**src/rtl/msg_hub_pkg.sv**
```systemverilog
// Shared types for the broadcast hub: one message is an identifier and a payload.
package msg_hub_pkg;
    parameter int ID_W   = 8;
    parameter int DATA_W = 32;

    typedef struct packed {
        logic [ID_W-1:0]   id;
        logic [DATA_W-1:0] data;
    } msg_t;
endpackage

```
**src/rtl/msg_hub_arb.sv**
```systemverilog
// Fixed-priority bus arbiter: the lowest-indexed requester is granted.
// Assumes requests are the mailbox pending flags; grant is combinational.
module msg_hub_arb #(
    parameter int NPORTS = 4
) (
    input  logic              clk,
    input  logic              rst_n,
    input  logic [NPORTS-1:0] req,
    output logic [NPORTS-1:0] grant
);
    logic [NPORTS:0] lower_busy;

    assign lower_busy[0] = 1'b0;

    // Build a prefix OR so that each stage knows whether a lower index requests.
    for (genvar i = 0; i < NPORTS; i++) begin : g_prefix
        assign lower_busy[i+1] = lower_busy[i] | req[i];
        assign grant[i]        = req[i] & ~lower_busy[i];
    end

    assert_grant_onehot_R7: assert property (@(posedge clk) disable iff (!rst_n)
        $onehot0(grant))
        else $error("more than one grant");

    assert_grant_needs_req_R7: assert property (@(posedge clk) disable iff (!rst_n)
        (grant & ~req) == '0)
        else $error("grant without request");

    assert_low_wins_R7: assert property (@(posedge clk) disable iff (!rst_n)
        req[0] |-> grant[0])
        else $error("port 0 request not granted");
endmodule

```
**src/rtl/msg_hub_txbox.sv**
```systemverilog
// Single-entry transmit mailbox for one port.
// Accepts a write only while empty; empties on the cycle its grant is seen.
module msg_hub_txbox
    import msg_hub_pkg::*;
(
    input  logic clk,
    input  logic rst_n,
    input  logic wr,
    input  msg_t wr_msg,
    input  logic grant,
    output logic pend,
    output msg_t msg
);
    // Load on write when empty, release on grant.
    always_ff @(posedge clk) begin
        if (!rst_n) begin
            pend <= 1'b0;
            msg  <= '0;
        end else if (grant) begin
            pend <= 1'b0;
        end else if (wr && !pend) begin
            pend <= 1'b1;
            msg  <= wr_msg;
        end
    end

    assert_pending_holds_R7: assert property (@(posedge clk) disable iff (!rst_n)
        (pend && !grant) |=> pend)
        else $error("pending message lost without grant");

    assert_grant_clears_R7: assert property (@(posedge clk) disable iff (!rst_n)
        grant |=> !pend)
        else $error("mailbox not emptied after grant");
endmodule

```
**src/rtl/msg_hub_rxport.sv**
```systemverilog
// Receive side of one port: acceptance filter, parallel slots, full policy,
// sticky status. Presents the lowest identifier; ties go to the lowest slot.
// Assumes at most one bus message per cycle and NSLOTS >= 2.
module msg_hub_rxport
    import msg_hub_pkg::*;
#(
    parameter int NSLOTS   = 3,
    parameter int SRC_W    = 2,
    parameter int PORT_IDX = 0
) (
    input  logic             clk,
    input  logic             rst_n,
    input  logic             bus_vld,
    input  logic [SRC_W-1:0] bus_src,
    input  msg_t             bus_msg,
    input  logic [ID_W-1:0]  cfg_filter,
    input  logic [ID_W-1:0]  cfg_mask,
    input  logic             cfg_ovw,
    input  logic             rd,
    input  logic             clr_avail,
    input  logic             clr_drop,
    output logic             head_vld,
    output msg_t             head_msg,
    output logic             st_avail,
    output logic             st_drop
);
    localparam int SLOT_W = (NSLOTS > 1) ? $clog2(NSLOTS) : 1;

    msg_t [NSLOTS-1:0] slot_q;
    logic [NSLOTS-1:0] slot_vld;
    logic [SLOT_W-1:0] head_idx, free_idx, worst_idx, tgt_idx;
    logic              head_hit, free_hit, worst_hit;
    logic [NSLOTS-1:0] pop_mask, kept;
    logic              accept, store, lost;

    // Filter: masked compare, own publications excluded.
    always_comb begin
        accept = bus_vld && (bus_src != SRC_W'(PORT_IDX)) &&
                 ((bus_msg.id & cfg_mask) == (cfg_filter & cfg_mask));
    end

    // Find the most urgent stored message (lowest identifier).
    always_comb begin
        head_idx = '0;
        head_hit = 1'b0;
        for (int s = 0; s < NSLOTS; s++) begin
            if (slot_vld[s] && (!head_hit || slot_q[s].id < slot_q[head_idx].id)) begin
                head_idx = SLOT_W'(s);
                head_hit = 1'b1;
            end
        end
    end

    // Slots still occupied after this cycle's read.
    always_comb begin
        pop_mask = (rd && head_hit) ? (NSLOTS'(1) << head_idx) : '0;
        kept     = slot_vld & ~pop_mask;
    end

    // Lowest free slot after the read.
    always_comb begin
        free_idx = '0;
        free_hit = 1'b0;
        for (int s = NSLOTS - 1; s >= 0; s--) begin
            if (!kept[s]) begin
                free_idx = SLOT_W'(s);
                free_hit = 1'b1;
            end
        end
    end

    // Weakest stored message (highest identifier), candidate for eviction.
    always_comb begin
        worst_idx = '0;
        worst_hit = 1'b0;
        for (int s = 0; s < NSLOTS; s++) begin
            if (kept[s] && (!worst_hit || slot_q[s].id >= slot_q[worst_idx].id)) begin
                worst_idx = SLOT_W'(s);
                worst_hit = 1'b1;
            end
        end
    end

    // Decide whether and where the arriving message is stored.
    always_comb begin
        store   = accept && (free_hit ||
                  (cfg_ovw && worst_hit && (bus_msg.id < slot_q[worst_idx].id)));
        lost    = accept && !free_hit;
        tgt_idx = free_hit ? free_idx : worst_idx;
    end

    // Slot state update: remove the read message, write the arrival.
    always_ff @(posedge clk) begin
        if (!rst_n) begin
            slot_vld <= '0;
            slot_q   <= '0;
        end else begin
            slot_vld <= kept | (store ? (NSLOTS'(1) << tgt_idx) : '0);
            if (store) begin
                slot_q[tgt_idx] <= bus_msg;
            end
        end
    end

    // Sticky status flags, write-one-to-clear, new events win.
    always_ff @(posedge clk) begin
        if (!rst_n) begin
            st_avail <= 1'b0;
            st_drop  <= 1'b0;
        end else begin
            st_avail <= store | (st_avail & ~clr_avail);
            st_drop  <= lost  | (st_drop  & ~clr_drop);
        end
    end

    assign head_vld = head_hit;
    assign head_msg = slot_q[head_idx];

    assert_no_self_R3: assert property (@(posedge clk) disable iff (!rst_n)
        (bus_vld && bus_src == SRC_W'(PORT_IDX) && !rd) |=>
            ($countones(slot_vld) == $countones($past(slot_vld))))
        else $error("own message stored");

    assert_rd_pops_R4: assert property (@(posedge clk) disable iff (!rst_n)
        (rd && head_vld && !accept) |=>
            ($countones(slot_vld) + 1 == $countones($past(slot_vld))))
        else $error("read did not remove a message");

    assert_drop_keeps_R5: assert property (@(posedge clk) disable iff (!rst_n)
        ((&slot_vld) && !rd && !cfg_ovw) |=> ($stable(slot_q) && $stable(slot_vld)))
        else $error("full store changed under drop policy");

    assert_drop_flag_R5: assert property (@(posedge clk) disable iff (!rst_n)
        (accept && (&slot_vld) && !rd) |=> st_drop)
        else $error("loss not flagged");

    assert_drop_sticky_R8: assert property (@(posedge clk) disable iff (!rst_n)
        (st_drop && !clr_drop) |=> st_drop)
        else $error("drop flag cleared without write");

    assert_read_frees_R9: assert property (@(posedge clk) disable iff (!rst_n)
        (accept && rd && head_vld) |=> !st_drop || $past(st_drop))
        else $error("arrival lost despite simultaneous read");
endmodule

```
**src/rtl/msg_hub.sv**
```systemverilog
// Broadcast hub top: per-port mailboxes, one shared bus chosen by a fixed
// priority arbiter, and per-port receive stores fed in parallel.
// Assumes NPORTS >= 2; all configuration inputs are quasi-static.
module msg_hub
    import msg_hub_pkg::*;
#(
    parameter int NPORTS = 4,
    parameter int NSLOTS = 3
) (
    input  logic                     clk,
    input  logic                     rst_n,
    input  logic [NPORTS-1:0]        tx_wr,
    input  logic [NPORTS*ID_W-1:0]   tx_id,
    input  logic [NPORTS*DATA_W-1:0] tx_data,
    output logic [NPORTS-1:0]        tx_pending,
    input  logic [NPORTS*ID_W-1:0]   cfg_filter,
    input  logic [NPORTS*ID_W-1:0]   cfg_mask,
    input  logic [NPORTS-1:0]        cfg_ovw,
    input  logic [NPORTS-1:0]        rx_rd,
    output logic [NPORTS-1:0]        rx_valid,
    output logic [NPORTS*ID_W-1:0]   rx_id,
    output logic [NPORTS*DATA_W-1:0] rx_data,
    input  logic [NPORTS-1:0]        st_clr_avail,
    input  logic [NPORTS-1:0]        st_clr_drop,
    output logic [NPORTS-1:0]        st_avail,
    output logic [NPORTS-1:0]        st_drop
);
    localparam int SRC_W = (NPORTS > 1) ? $clog2(NPORTS) : 1;

    logic [NPORTS-1:0] grant;
    msg_t              box_msg [NPORTS];
    msg_t              head_msg [NPORTS];
    logic              bus_vld;
    logic [SRC_W-1:0]  bus_src;
    msg_t              bus_msg;

    msg_hub_arb #(.NPORTS(NPORTS)) u_arb (
        .clk   (clk),
        .rst_n (rst_n),
        .req   (tx_pending),
        .grant (grant)
    );

    // Shared bus: carry the granted mailbox and its source index.
    always_comb begin
        bus_vld = 1'b0;
        bus_src = '0;
        bus_msg = '0;
        for (int p = 0; p < NPORTS; p++) begin
            if (grant[p]) begin
                bus_vld = 1'b1;
                bus_src = SRC_W'(p);
                bus_msg = box_msg[p];
            end
        end
    end

    for (genvar p = 0; p < NPORTS; p++) begin : g_port
        msg_t wr_msg;
        assign wr_msg = '{id: tx_id[p*ID_W +: ID_W], data: tx_data[p*DATA_W +: DATA_W]};

        msg_hub_txbox u_tx (
            .clk    (clk),
            .rst_n  (rst_n),
            .wr     (tx_wr[p]),
            .wr_msg (wr_msg),
            .grant  (grant[p]),
            .pend   (tx_pending[p]),
            .msg    (box_msg[p])
        );

        msg_hub_rxport #(
            .NSLOTS   (NSLOTS),
            .SRC_W    (SRC_W),
            .PORT_IDX (p)
        ) u_rx (
            .clk        (clk),
            .rst_n      (rst_n),
            .bus_vld    (bus_vld),
            .bus_src    (bus_src),
            .bus_msg    (bus_msg),
            .cfg_filter (cfg_filter[p*ID_W +: ID_W]),
            .cfg_mask   (cfg_mask[p*ID_W +: ID_W]),
            .cfg_ovw    (cfg_ovw[p]),
            .rd         (rx_rd[p]),
            .clr_avail  (st_clr_avail[p]),
            .clr_drop   (st_clr_drop[p]),
            .head_vld   (rx_valid[p]),
            .head_msg   (head_msg[p]),
            .st_avail   (st_avail[p]),
            .st_drop    (st_drop[p])
        );

        assign rx_id[p*ID_W +: ID_W]       = head_msg[p].id;
        assign rx_data[p*DATA_W +: DATA_W] = head_msg[p].data;
    end

    assert_one_bus_owner_R7: assert property (@(posedge clk) disable iff (!rst_n)
        (|tx_pending) |-> bus_vld)
        else $error("pending mailbox but idle bus");
endmodule

```
**config.mk**
```make
export PLATFORM = sky130hd
export DESIGN_NAME = msg_hub
export DESIGN_NICKNAME = d
export VERILOG_FILES = /design/src/rtl/msg_hub_pkg.sv /design/src/rtl/msg_hub_arb.sv /design/src/rtl/msg_hub_txbox.sv /design/src/rtl/msg_hub_rxport.sv /design/src/rtl/msg_hub.sv
export SDC_FILE = /design/constraint.sdc
export NUM_CORES = 2
export LEC_CHECK = 0
export BUFFER_PORTS_ARGS = -buffer_cell sky130_fd_sc_hd__buf_2
export CORE_MARGIN = 4
export CORE_UTILIZATION = 45
export DETAILED_ROUTE_END_ITERATION = 10
export HOLD_SLACK_MARGIN = 0.03
export PLACE_DENSITY = 0.69
export SETUP_SLACK_MARGIN = 0.3
export SYNTH_ARGS = -nofsm -noshare
export SYNTH_HDL_FRONTEND = slang
export SYNTH_SLANG_ARGS = --single-unit
```
**constraint.sdc**
```tcl
create_clock -name clk -period 9.66 [get_ports clk]
set_input_delay 0 -clock clk [delete_from_list [all_inputs] [get_ports clk]]
set_output_delay 0 -clock clk [all_outputs]
set_load 0.005 [all_outputs]
```
Word-level counts from Yosys, hierarchy flattened
Cells that the tools add are included.
{"block": "word_totals", "register_bits": 664, "inputBits": 246, "output_inout_bits": 176, "elab_cells": 400}
{"block": "op_classes", "magnitude_cmp": 44, "n_eq_ne": 7, "n_shift": 8, "muxes": 132, "n_bitwise": 56, "reduce_logical": 105}
{"cell": "$bmux 40 s2", "count": 16}
{"cell": "$mux 40", "count": 24}
{"cell": "$bwmux 120", "count": 4}
{"cell": "$demux 40 s2", "count": 4}
{"cell": "$lt 8x8->1", "count": 12}
{"cell": "$and 8x8->8", "count": 8}
{"cell": "$ge 8x8->1", "count": 8}
{"cell": "$logic_and 1x1->1", "count": 52}
{"cell": "$mux 2", "count": 26}
{"cell": "$mux 1", "count": 50}
{"cell": "$lt 2x3->1 const B", "count": 12}
{"cell": "$eq 8x8->1", "count": 4}
{"cell": "$logic_not 1->1", "count": 24}
{"cell": "$lt 1x3->1 const B", "count": 8}
{"cell": "$mux 3", "count": 8}
{"cell": "$shl 1x2->3 const A", "count": 8}
{"cell": "$logic_or 1x1->1", "count": 20}
{"cell": "$not 1->1", "count": 15}
{"cell": "$and 3x3->3", "count": 4}
{"cell": "$not 3->3", "count": 4}
{"cell": "$or 3x3->3", "count": 4}
{"cell": "$and 1x1->1", "count": 11}
{"cell": "$or 1x1->1", "count": 10}
{"cell": "$ge 2x1->1 const B", "count": 4}
{"cell": "5 further kinds", "count": 12}

Longest topological paths before layout
{"block": "logic_depth", "word_depth": 34, "mapped_depth": 39, "mapped_depth_nobuf": 35}

Hierarchy
Synthesis repeated with hierarchy kept, for this count alone.
{"block": "hier_totals", "cells_unflattened": 3979, "hier_area_um2": 34777.1}
{"module": "msg_hub_rxport (g_port[1].u_rx ...)", "n_inst": 2, "cells_each": 784, "area_each_um2": 6736.5, "seq_area_each_um2": 2502.4}
{"module": "msg_hub_rxport (g_port[3].u_rx)", "n_inst": 1, "cells_each": 762, "area_each_um2": 6665.1, "seq_area_each_um2": 2502.4}
{"module": "msg_hub_txbox", "n_inst": 4, "cells_each": 177, "area_each_um2": 1655.3, "seq_area_each_um2": 820.8}
{"module": "msg_hub_rxport (g_port[0].u_rx)", "n_inst": 1, "cells_each": 749, "area_each_um2": 6571.3, "seq_area_each_um2": 2502.4}
{"module": "msg_hub", "n_inst": 1, "cells_each": 188, "area_each_um2": 1410.1, "seq_area_each_um2": 0.0}
{"module": "msg_hub_arb", "n_inst": 1, "cells_each": 4, "area_each_um2": 36.3, "seq_area_each_um2": 0.0}

Worst setup path before layout
Ideal clock, no wire load.
{"block": "synth_path", "path_type": "flip-flop to flip-flop", "start": "register g_port[0].u_rx.slot_q[37] (netlist name)", "end": "register g_port[0].u_rx.slot_q[74] (netlist name)", "setup_ns": 0.132, "arrival_ns": 8.103, "t_required_ns": 9.528, "slack_ns": 1.425, "path_stages_with_launch": 34, "path_buffers": 4, "synth_period_minus_slack_ns": 8.235, "path_cell_list": "dfxtp_1 -> inv_1 -> ha_1 -> a211o_1 -> a211oi_1 -> nand3_1 -> nand2_1 -> buf_1 -> a21oi_1 -> ha_1 -> a21oi_1 -> o21ai_0 -> a311oi_1 -> a2111oi_4 -> o311ai_4 -> mux2_4 -> ha_1 -> nand2b_1 -> a31oi_1 -> o21ai_0 -> o41ai_1 -> o311ai_0 -> o221ai_2 -> clkbuf_1 -> o21ai_0 -> ha_1 -> a2111oi_0 -> nand2_1 -> nor2_1 -> a311oi_4 -> or3_1 -> buf_4 -> buf_6 -> mux2i_1"}
{"block": "synth_between", "elab_chain_len": 31, "word_cells_on_any_way": 53, "cone_classes": "7 x order compare; 1 x shift; 26 x mux; 2 x bitwise; 17 x reduce/logical"}
{"item": "from (decl)", "line_no": "msg_hub_rxport.sv:29", "source": "msg_t [NSLOTS-1:0] slot_q;"}
{"item": "from (signal, indexed assignment)", "line_no": "msg_hub_rxport.sv:100", "source": "slot_q[tgt_idx] <= bus_msg;"}
{"item": "$lt 8x8->1", "line_no": "msg_hub_rxport.sv:47", "source": "if (slot_vld[s] && (!head_hit || slot_q[s].id < slot_q[head_idx].id)) begin"}
{"item": "$logic_or 1x1->1", "line_no": "msg_hub_rxport.sv:47"}
{"item": "$logic_and 1x1->1", "line_no": "msg_hub_rxport.sv:47"}
{"item": "$mux 1", "line_no": "msg_hub_rxport.sv:47"}
{"item": "$bmux 40 s2", "line_no": "msg_hub_rxport.sv:47"}
{"item": "$mux 40 (not written as such)", "line_no": "msg_hub_rxport.sv:47"}
{"item": "$lt 8x8->1", "line_no": "msg_hub_rxport.sv:47"}
{"item": "$logic_or 1x1->1", "line_no": "msg_hub_rxport.sv:47"}
{"item": "[... 15 more ...]"}
{"item": "$logic_and 1x1->1", "line_no": "msg_hub_rxport.sv:77", "source": "if (kept[s] && (!worst_hit || slot_q[s].id >= slot_q[worst_idx].id)) begin"}
{"item": "$mux 2", "line_no": "msg_hub_rxport.sv:77"}
{"item": "$bmux 40 s2 / $mux 2 (equally long branches)", "line_no": "msg_hub_rxport.sv:87, msg_hub_rxport.sv:89"}
{"item": "$mux 40 (not written as such), or another cell as far along", "line_no": "msg_hub_rxport.sv:87", "source": "(cfg_ovw && worst_hit && (bus_msg.id < slot_q[worst_idx].id)));"}
{"item": "$lt 8x8->1 / $logic_and 1x1->1 (equally long branches)", "line_no": "msg_hub_rxport.sv:87, msg_hub_rxport.sv:100"}
{"item": "$logic_and 1x1->1 / $mux 40 (equally long branches)", "line_no": "msg_hub_rxport.sv:87, msg_hub_rxport.sv:100"}
{"item": "$logic_or 1x1->1 / $demux 40 s2 (equally long branches)"}
{"item": "$logic_and 1x1->1 / $bwmux 120 (equally long branches)", "line_no": "msg_hub_rxport.sv:86, msg_hub_rxport.sv:100"}
Parallel ways exist; a longest one is shown, timed or not. The select of a mux whose other input is x is not followed.
A chain may end at the register's enable or synchronous reset.

Final worst setup path
{"block": "layout_path", "start": "register g_port[0].u_rx.slot_q[37] (netlist name)", "end": "register g_port[0].u_rx.slot_q[61] (netlist name)"}
The elaborated chain is that of the path after synthesis.

==> impl_metrics.ini <==
[run_status]
status = finished, final reports clean

[setup_path]
criticalPathCategory = reg -> reg
r2r-end = g_port[0].u_rx.slot_q[61]
cp_slowest_cell = or3_2
cp_data_arrival_time_ns = 9.12
crit_path_end_kind = flop
startpoint = g_port[0].u_rx.slot_q[37]
reg2reg_depth = 36
cp_max_fo = 41
r2r_start = g_port[0].u_rx.slot_q[37]
ff2ff_setup_slack_ns = 0.99
slowest_delay_ns = 0.48
critPathCapture = g_port[0].u_rx.slot_q[61]
crit_required_ns = 10.11
critical_path.startpoint_type = flop
critPathMostFrequentCell = buf_4

[floorplan]
core_area_um2 = 73210
dieArea_um2 = 78440
ios = 422
die_h_um = 280.1
die_w_um = 280.1
start_util_pct = 45.50
num_rows = 99

[power_and_ir_drop]
ir_drop_mv = 0.1148
p_per_area_nw_per_um2 = 150.0
p_total_uw = 6346
p_leak_uw = 0.01846

[hold_path]
hold_class = in -> reg

[routing]
drt_iter0_drc = 2365
vias_per_cell = 5.476
postRouteWirelength_mm = 109.4
vias = 30390
route.detailed.drc = 0
ant_nets = 0
routedWlPerCell_um = 19.70
first_pass_iters = 6

[sta]
rsz0062_at_grt = no
hold_ws_ns = 0.09159
period_needed_ns = 8.666
fmax_ghz = 0.1154
worstMarginPinSlew_ns = 1.256
final-setup-viol-count = 0
period_share_pct = 89.71
finalMaxSlewViolations = 0
hold_viol = 0
slew_headroom_pct = 16.08
skew_ns = 0.02652
setup_tns_ns = 0

[finish]
final_common_cell = nand2_1
layout_common_cells = nand2_1, dfxtp_1, mux2i_1
syn_to_final_growth_pct = 27.02
final_nets = 4893
drive_gt1_share_pct = 14.49

[placed_design]
globalplace.congestion = 0.9482
io_buffers = 421
dp_hpwl_mm = 67.75

[synth]
synth_edf_count = 0
async_reset_ff_share_pct = 0
syn_avg_cell_area_um2 = 8.542
ys_types = 80
synth_seq_cells = 664
synth_fp_nets = 4266
syn_inst = 3900
ys_warn_count = 0
yosysSeqAreaShare_pct = 39.90
synth_flop_cell = dfxtp_1
synth_area_um2 = 33310

[clock_tree]
clk_pin_slew_ns = 0.06
cts_made_buffers = 75
clock-sinks = 664
clkLatencyLatePin_ns = 0.61
cts-root-buf = clkbuf_16
clock_path_buffers = 3
cts_tree = done
htree_levels = 3

[grt]
grt_pass1_wl_mm = 169.3
grt_max_degree = 210
grt_pass1_vias = 30090
antenna_found_initial = 2
grt.total_usage_pct = 26.87
overflow = 0

[run]
maxCapViolations = 0
[layer usage]
| layer | part of all wire [%] | wire, µm | vias to the layer above | GRT usage [%] |
|---|---|---|---|---|
| met5 | 0 | 0 | - | 0 |
| met4 | 3.7 | 3995 | 0 | 9.591 |
| met3 | 6.6 | 7233 | 270 | 4.635 |
| met2 | 46 | 49850 | 1146 | 44.26 |
| met1 | 44 | 48270 | 14420 | 35.68 |
| li1 | - | - | 14560 | - |
[Yosys cell counts (15+ instances only)]
master    count  area [µm²]
a21boi_0    167        1254
a21o_1       18       135.1
a21oi_1     262        1311
a22oi_1      34       255.2
buf_2        37       185.2
buf_4        25       187.7
clkbuf_1    230       863.3
dfxtp_1     664       13290
ha_1        120        1501
inv_1        67       251.5
mux2i_1     642        6426
nand2_1     957        3592
nand2b_1     21       131.4
nand4_1      15       93.84
nor2_1      246       923.4
nor2b_1      25       156.4
o21a_1       21       157.7
o21ai_0      88       440.4
xor2_1       26       227.7
[how the worst min path moves through the flow]
stage,startpoint,end,slack [ns],cells after the start
2_1_floorplan,tx_data[0],g_port[0].u_tx.msg[0],0.14,2
3_3_place_gp,tx_data[119],g_port[3].u_tx.msg[23],0.25,3
3_5_place_dp,tx_data[98],g_port[3].u_tx.msg[2],0.26,3
4_1_cts,cfg_mask[1],g_port[0].u_rx.slot_vld[0],0.05,5
5_1_grt,cfg_mask[1],g_port[0].u_rx.slot_vld[0],0.09,5
6_report,cfg_mask[1],g_port[0].u_rx.slot_vld[0],0.09,5
[flip-flops by register name (all words and copies together), names as in the netlist]
signal / flops
g_port.u_rx.st_drop: 4
g_port.u_rx.slot_q: 480
g_port.u_rx.slot_vld: 12
g_port.u_rx.st_avail: 4
g_port.u_tx.pend: 4
g_port.u_tx.msg: 160
[stage by stage]
step	area [µm²]	utilization [%]	cells	worst slack (ns)
floorplan	33310	-	3900	1.425
global placement	35900	49.04	5015	0.8055
detailed placement	35900	49.04	5015	0.7753
CTS	42210	57.66	5539	0.6701
global route	42310	57.79	5548	0.3301
finish	42310	57.80	5550	0.9941
[timing repair]
item | CTS | global route
hold buffers | 386 | 0
buffers inserted | 0 | 8
resized for setup | 0 | 6
hold endpoints to repair | 197 | 0
setup endpoints to repair | 0 | 266
[cell type report]
type                       instances  area [µm²]
antenna                            3       7.507
tap                              959        1200
inverter                          67       251.5
fill                            6258       30890
sequential                       664       13300
clock inverter                    34       312.8
multi-input combinational       2856       18600
timing repair buffer             863        6501
clock buffer                     104        2137
[critical path: cells and delay by family, from the launching register on]
| kind | cells | cell delay, ns |
|---|---|---|
| AO/OA/AOI/OAI | 16 | 3.69 |
| adder cells (fa/ha/maj) | 4 | 1.13 |
| buffers and inverters | 6 | 1.20 |
| flip-flops | 1 | 0.36 |
| multiplexers | 2 | 0.54 |
| AND/OR/NAND/NOR | 8 | 1.48 |
[kinds of logic after synthesis]
group / synth area share (%)
AND/OR/NAND/NOR: 16.24
AO/OA/AOI/OAI: 14.01
flip-flops: 39.90
multiplexers: 19.64
buffers and inverters: 4.883
adder cells (fa/ha/maj): 4.507
XOR/XNOR: 0.8151
[power breakdown]
part / leakage, µW / total, µW / switching [µW] / internal, µW
Sequential: 0.00538 / 2820 / 34.9 / 2790
Clock: 0.00120 / 2840 / 1200 / 1640
Combinational: 0.0119 / 682 / 384 / 298
Total: 0.0185 / 6350 / 1620 / 4730
(Power assumes the default switching activity.)
